### config.mk
export PLATFORM = sky130hd
export DESIGN_NAME = emb_clk_serializer
export DESIGN_NICKNAME = d
export VERILOG_FILES = /design/src/rtl/emb_ser_pkg.sv /design/src/rtl/emb_ser_rst_sync.sv /design/src/rtl/emb_ser_bit_timer.sv /design/src/rtl/emb_ser_sync_gate.sv /design/src/rtl/emb_ser_frame_shifter.sv /design/src/rtl/emb_clk_serializer.sv
export SDC_FILE = /design/constraint.sdc
export NUM_CORES = 1
export LEC_CHECK = 0
export ABC_CLOCK_PERIOD_IN_PS = 2200
export BUFFER_PORTS_ARGS = -buffer_cell sky130_fd_sc_hd__buf_2
export CAP_MARGIN = 0
export CORE_ASPECT_RATIO = 0.9
export CORE_MARGIN = 2
export CORE_UTILIZATION = 33
export CTS_BUF_LIST = sky130_fd_sc_hd__clkbuf_8
export DETAILED_ROUTE_END_ITERATION = 8
export HOLD_SLACK_MARGIN = 0.15
export PLACE_DENSITY = 0.5
export SYNTH_ARGS = -nofsm -noshare
export SYNTH_HDL_FRONTEND = slang
export SYNTH_SLANG_ARGS = --single-unit
### constraint.sdc
create_clock -name clk_bit -period 2.2 [get_ports clk_bit]
set_input_delay 0 -clock clk_bit [delete_from_list [all_inputs] [get_ports clk_bit]]
set_output_delay 0 -clock clk_bit [all_outputs]
set_load 0.02 [all_outputs]
### src/rtl/emb_ser_pkg.sv
`timescale 1ns/1ps
package emb_ser_pkg;
  // payload source chosen at a frame boundary
  typedef enum logic {
    SRC_WORD = 1'b0,
    SRC_LOCK = 1'b1
  } frame_src_e;

  localparam logic START_LVL = 1'b1;
  localparam logic STOP_LVL  = 1'b0;
endpackage

### src/rtl/emb_ser_rst_sync.sv
`timescale 1ns/1ps
module emb_ser_rst_sync (
  input  logic clk,
  input  logic arst_n,
  output logic srst_n
);
  logic [1:0] stage_q;

  always_ff @(posedge clk or negedge arst_n) begin
    if (!arst_n) stage_q <= '0;
    else         stage_q <= {stage_q[0], 1'b1};
  end

  assign srst_n = stage_q[1];
endmodule

### src/rtl/emb_ser_bit_timer.sv
`timescale 1ns/1ps
module emb_ser_bit_timer #(
  parameter int FRAME_W = 20
) (
  input  logic                       clk,
  input  logic                       rst_n,
  input  logic                       run,
  output logic [$clog2(FRAME_W)-1:0] bit_idx,
  output logic                       load
);
  localparam int CNT_W = $clog2(FRAME_W);
  localparam logic [CNT_W-1:0] LAST = CNT_W'(FRAME_W - 1);

  logic [CNT_W-1:0] idx_d, idx_q;

  always_comb begin
    load = run && (idx_q == LAST);
    if (!run)               idx_d = LAST;
    else if (idx_q == LAST) idx_d = '0;
    else                    idx_d = idx_q + 1'b1;
  end

  always_ff @(posedge clk or negedge rst_n) begin
    if (!rst_n) idx_q <= LAST;
    else        idx_q <= idx_d;
  end

  assign bit_idx = idx_q;

  assert_idx_range_R2: assert property (@(posedge clk) disable iff (!rst_n)
    idx_q <= LAST);

  assert_stb_spacing_R2: assert property (@(posedge clk) disable iff (!rst_n)
    load |=> !load);
endmodule

### src/rtl/emb_ser_sync_gate.sv
`timescale 1ns/1ps
module emb_ser_sync_gate
  import emb_ser_pkg::*;
#(
  parameter int SYNC_HOLD = 6
) (
  input  logic       clk,
  input  logic       rst_n,
  input  logic       run,
  input  logic       load,
  input  logic       sync_req,
  output frame_src_e src_sel,
  output logic       capture_en
);
  localparam int SC_W = $clog2(SYNC_HOLD + 1);
  localparam logic [SC_W-1:0] SAT   = SC_W'(SYNC_HOLD);
  localparam logic [SC_W-1:0] LIMIT = SC_W'(SYNC_HOLD - 1);

  logic [SC_W-1:0] streak_d, streak_q;
  logic            at_limit;

  always_comb begin
    at_limit   = (streak_q >= LIMIT);
    src_sel    = sync_req ? SRC_LOCK : SRC_WORD;
    capture_en = load && !(sync_req && at_limit);
    streak_d   = streak_q;
    if (!run) begin
      streak_d = '0;
    end else if (load) begin
      if (!sync_req)             streak_d = '0;
      else if (streak_q != SAT)  streak_d = streak_q + 1'b1;
    end
  end

  always_ff @(posedge clk or negedge rst_n) begin
    if (!rst_n) streak_q <= '0;
    else        streak_q <= streak_d;
  end

  assert_streak_cap_R6: assert property (@(posedge clk) disable iff (!rst_n)
    streak_q <= SAT);

  assert_streak_cleared_R7: assert property (@(posedge clk) disable iff (!rst_n)
    !run |=> (streak_q == '0));
endmodule

### src/rtl/emb_ser_frame_shifter.sv
`timescale 1ns/1ps
module emb_ser_frame_shifter
  import emb_ser_pkg::*;
#(
  parameter int PAY_W = 18
) (
  input  logic             clk,
  input  logic             rst_n,
  input  logic             run,
  input  logic             load,
  input  frame_src_e       src_sel,
  input  logic             capture_en,
  input  logic [PAY_W-1:0] din,
  output logic             ser_out,
  output logic             ser_oe
);
  localparam int FRAME_W = PAY_W + 2;

  logic [PAY_W-1:0]   lock_pat;
  logic [PAY_W-1:0]   payload;
  logic [PAY_W-1:0]   hold_d, hold_q;
  logic [FRAME_W-1:0] shf_d, shf_q;
  logic               oe_d, oe_q;

  // lock pattern: first half of the payload ones, rest zeros, in send order
  for (genvar g = 0; g < PAY_W; g++) begin : g_lock
    assign lock_pat[g] = (g < PAY_W / 2);
  end

  always_comb begin
    payload = (src_sel == SRC_LOCK) ? lock_pat : hold_q;
    if (!run) begin
      hold_d = '0;
      shf_d  = '0;
      oe_d   = 1'b0;
    end else begin
      hold_d = capture_en ? din : hold_q;
      if (load) begin
        shf_d = {STOP_LVL, payload, START_LVL};
        oe_d  = 1'b1;
      end else begin
        shf_d = {1'b0, shf_q[FRAME_W-1:1]};
        oe_d  = oe_q;
      end
    end
  end

  always_ff @(posedge clk or negedge rst_n) begin
    if (!rst_n) begin
      hold_q <= '0;
      shf_q  <= '0;
      oe_q   <= 1'b0;
    end else begin
      hold_q <= hold_d;
      shf_q  <= shf_d;
      oe_q   <= oe_d;
    end
  end

  assign ser_out = shf_q[0];
  assign ser_oe  = oe_q;

  assert_start_bit_R3: assert property (@(posedge clk) disable iff (!rst_n)
    load |=> (ser_oe && ser_out));

  assert_idle_R1: assert property (@(posedge clk) disable iff (!rst_n)
    !run |=> (!ser_oe && !ser_out));

  assert_hold_kept_R6: assert property (@(posedge clk) disable iff (!rst_n)
    (run && !capture_en) |=> $stable(hold_q));
endmodule

### src/rtl/emb_clk_serializer.sv
`timescale 1ns/1ps
module emb_clk_serializer
  import emb_ser_pkg::*;
#(
  parameter int PAY_W     = 18,
  parameter int SYNC_HOLD = 6
) (
  input  logic             clk_bit,
  input  logic             rst_n,
  input  logic             clk_rdy,
  input  logic             tx_pwdn,
  input  logic             sync_req,
  input  logic [PAY_W-1:0] din,
  output logic             word_stb,
  output logic             ser_out,
  output logic             ser_oe
);
  localparam int FRAME_W = PAY_W + 2;
  localparam int CNT_W   = $clog2(FRAME_W);
  localparam logic [CNT_W-1:0] LAST = CNT_W'(FRAME_W - 1);

  logic             srst_n;
  logic             run;
  logic             load;
  logic [CNT_W-1:0] bit_idx;
  frame_src_e       src_sel;
  logic             capture_en;

  emb_ser_rst_sync u_rst (
    .clk    (clk_bit),
    .arst_n (rst_n),
    .srst_n (srst_n)
  );

  assign run = srst_n && clk_rdy && !tx_pwdn;

  emb_ser_bit_timer #(.FRAME_W(FRAME_W)) u_timer (
    .clk     (clk_bit),
    .rst_n   (srst_n),
    .run     (run),
    .bit_idx (bit_idx),
    .load    (load)
  );

  emb_ser_sync_gate #(.SYNC_HOLD(SYNC_HOLD)) u_gate (
    .clk        (clk_bit),
    .rst_n      (srst_n),
    .run        (run),
    .load       (load),
    .sync_req   (sync_req),
    .src_sel    (src_sel),
    .capture_en (capture_en)
  );

  emb_ser_frame_shifter #(.PAY_W(PAY_W)) u_shift (
    .clk        (clk_bit),
    .rst_n      (srst_n),
    .run        (run),
    .load       (load),
    .src_sel    (src_sel),
    .capture_en (capture_en),
    .din        (din),
    .ser_out    (ser_out),
    .ser_oe     (ser_oe)
  );

  assign word_stb = load;

  assert_stop_bit_R3: assert property (@(posedge clk_bit) disable iff (!srst_n)
    (ser_oe && bit_idx == LAST) |-> !ser_out);

  assert_stb_gated_R1: assert property (@(posedge clk_bit) disable iff (!srst_n)
    (!clk_rdy || tx_pwdn) |-> !word_stb);
endmodule

==> impl_metrics.yaml <==
clock_network:
  cts_setup_buffers: 0
  h-tree-depth: 2
  clockBufferDepth: 2
  cts_root_buffer: "clkbuf_8"
  numClockSinks: 48
  cts_tree: "yes"
  cts_made_buffers: 5
  path_clk_slew_ns: 0.09
  clk_latency_ns: 0.30
placement:
  portBuffers: 25
  dp_slack_ns: 0.3756
  gp_congestion: 0.7208
  dp_hpwl_mm: 2.794
timing:
  min_period_ns: 1.893
  period_share_pct: 86.03
  worst_slew_pin_slew_ns: 0.5903
  slew_headroom_pct: 60.65
  slew_viol_final: 0
  finalClockSkew_ns: 0.005458
  rsz0062_at_grt: "no"
  worst_slack_ns: 0.3073
  timing.fmax_mhz: 528.3
  hold_violations: 0
  setup-tns-final_ns: 0
  setup_viol: 0
status:
  status: "finished, final reports clean"
synthesis:
  synth_cells: 213
  yosys.area.top_type: "dfrtp_1"
  syn_area_per_cell_um2: 9.927
  synth_compound_area_share_pct: 14.26
  synthMuxAreaShare_pct: 0.4734
  synth_xor_area_share_pct: 0.8284
  synth.distinct_cells: 30
  synthesis.nets: 240
  synth_top_area_share_pct: 53.25
  synth_area_mm2: 0.002115
  ys_seq_elements: 48
  ys_seq_area_share_pct: 56.98
  synth-simple-area-share_pct: 20.24
  yosysWarningCount: 0
  synth_fa_ha_area_share_pct: 2.367
  synthTopCellsByArea: "dfrtp_1 (53%), a21oi_1 (6.6%), nand3_1 (4.7%)"
  synth_top_family_by_area: "simple AND/OR/NAND/NOR gates"
worst_setup_path:
  crit_arrival_ns: 1.89
  reg2reg_depth: 5
  critical_path_class: "reg -> out"
  worst_r2r_startpoint: "u_timer.bit_idx[0]"
  worst_setup_path_end_kind: "primary output"
  critPathLaunch: "u_timer.bit_idx[0]"
  r2r_end: "u_shift.hold_q[10]"
  path_cells: "ha_1 > nand4bb_1 > buf_4 > nor2_1 > buf_2"
  endpoint: "word_stb"
  critical-path-slowest-cell: "dfstp_2"
  cp-start-kind: "register"
  critical-path-max-stage-delay_ns: 0.55
  required_ns: 2.20
  critPathMaxFanout: 32
  r2r_slack_ns: 0.40
pwr:
  combPwrFrac_pct: 12.7
  power_density_mw_per_mm2: 677.2
  internal-power_mw: 1.346
  switchingPower_mw: 0.4623
  ir_worst_vdd_v: 0.0003550
  clock_power_share_pct: 36.7
  power.share.sequential_pct: 50.6
  p_leak_nw: 1.202
  netSwitchingFraction_pct: 25.57
die:
  row_count: 27
  die_area_mm2: 0.007065
  fp.dieW_um: 88.38
  ioPinCount: 26
  core-area_mm2: 0.006148
  initial_core_util_pct: 34.39
  die_h_um: 79.94
grt:
  grt_max_degree: 47
  grt_pass1_vias: 1683
  grt_pass1_wl_mm: 8.321
  gr-total-overflow: 0
  gr-usage-all-layers_pct: 15.31
  antenna_found_initial: 0
drt:
  vias: 1709
  ant_nets: 0
  drc: 0
  vias_per_cell: 4.939
  drt_first_pass_iters: 4
  drt_iter0_markers: 82
  wirelength_mm: 4.826
  wl_per_cell_um: 13.95
hold_path:
  min_path_type: "in -> reg"
layout:
  fin_nets: 285
  mostFrequentLayoutCells: "dfrtp_1 (44), a21oi_1 (28), buf_2 (25)"
  layout.cells.most_common: "dfrtp_1"
  diodes: 0
  drive_gt1_share_pct: 18.53
  syn_to_final_growth_pct: 26.27
flow_run:
  drv_cap: 0
## registers in the layout, summed over array words and instances (netlist names)
signal           cells
u_shift.shf_q       19
u_shift.hold_q      18
u_timer.bit_idx      5
u_gate.streak_q      3
u_rst.stage_q        2
u_shift.ser_oe       1
## logic make-up (layout without fill, tap and decap cells)
family | Yosys count | count (layout)
adder cells (fa/ha/maj) | 4 | 4
AND/OR/NAND/NOR | 83 | 83
AO/OA/AOI/OAI | 54 | 54
multiplexers | 1 | 1
buffers and inverters | 20 | 66
flip-flops | 48 | 48
XOR/XNOR | 2 | 2
other | 1 | 1
## worst max-delay path: cells and delay by family, from the launching register on
kind | cells | cell delay (ns)
flops | 1 | 0.55
buf+inv | 2 | 0.46
simple gates | 2 | 0.34
fa+ha+maj | 1 | 0.23
## routing by layer
metal / vias to the layer above / global-route usage (%) / share of wire [%]
met3: 2 / 3.826 / 1.8
met4: 0 / 4.091 / 0.70
met5: - / 0 / 0
met1: 858 / 21.55 / 51
met2: 18 / 23.46 / 47
li1: 831 / - / -
## layout make-up
class | instances | area [um2]
clock buffer | 5 | 68.82
inverter | 3 | 11.26
timing repair buffer | 55 | 417.9
multi-input combinational | 145 | 810.8
sequential | 48 | 1206
clock inverter | 3 | 46.29
fill | 646 | 3478
tap | 87 | 108.9
## cells in the mapped netlist (all sizes together)
master and instances:
o211a 1, o211ai 1, mux2i 1, clkbuf 9
nand3 20, xor2 1, and3b 2, nor3 20
buf 8, dfrtp 45, xnor2 1, a21oi 28
conb 1, inv 3, nand3b 10, and4bb 1
nor2 15, nand2 13, o22ai 1, a31oi 1
o21ai 20, ha 4, o32ai 1, nand4bb 1
nand2b 1, a221o 1, dfstp 3
## power groups by stage
| stage | Clock (mW) | Sequential, mW | Combinational [mW] |
|---|---|---|---|
| 4_1_cts | 0.685 | 0.916 | 0.234 |
| 3_3_place_gp | 0 | 0.933 | 0.205 |
| 3_5_place_dp | 0 | 0.933 | 0.204 |
| 2_1_floorplan | 0 | 0.944 | 0.128 |
| 5_1_grt | 0.722 | 0.919 | 0.259 |
| 6_report | 0.663 | 0.916 | 0.229 |
## repair_timing
action,CTS,global route
hold buffers,22,0
hold endpoints to repair,22,0
gates resized for setup,0,0
## worst min path at each step
stage	startpoint	slack, ns	cells past startpoint	endpoint
after detailed placement	rst_n	-0.21	1	u_rst.stage_q[0]
after CTS	tx_pwdn	0.16	4	u_gate.streak_q[0]
after floorplan	rst_n	-0.30	0	u_rst.stage_q[0]
final	tx_pwdn	0.16	4	u_gate.streak_q[0]
after global routing	tx_pwdn	0.18	4	u_gate.streak_q[0]
after global placement	rst_n	-0.21	1	u_rst.stage_q[0]
## through the flow
step,cells,power (mW),util (%),area [um2],hold WS [ns]
floorplan,213,1.072,-,2116,-0.2956
global placement,316,1.138,37.97,2335,-0.2100
detailed placement,316,1.138,37.97,2335,-0.2088
CTS,346,1.836,43.43,2670,0.1611
global route,346,1.900,43.43,2670,0.1823
finish,346,1.808,43.43,2670,0.1644
Note: power is estimated with default switching activity, not from simulation.
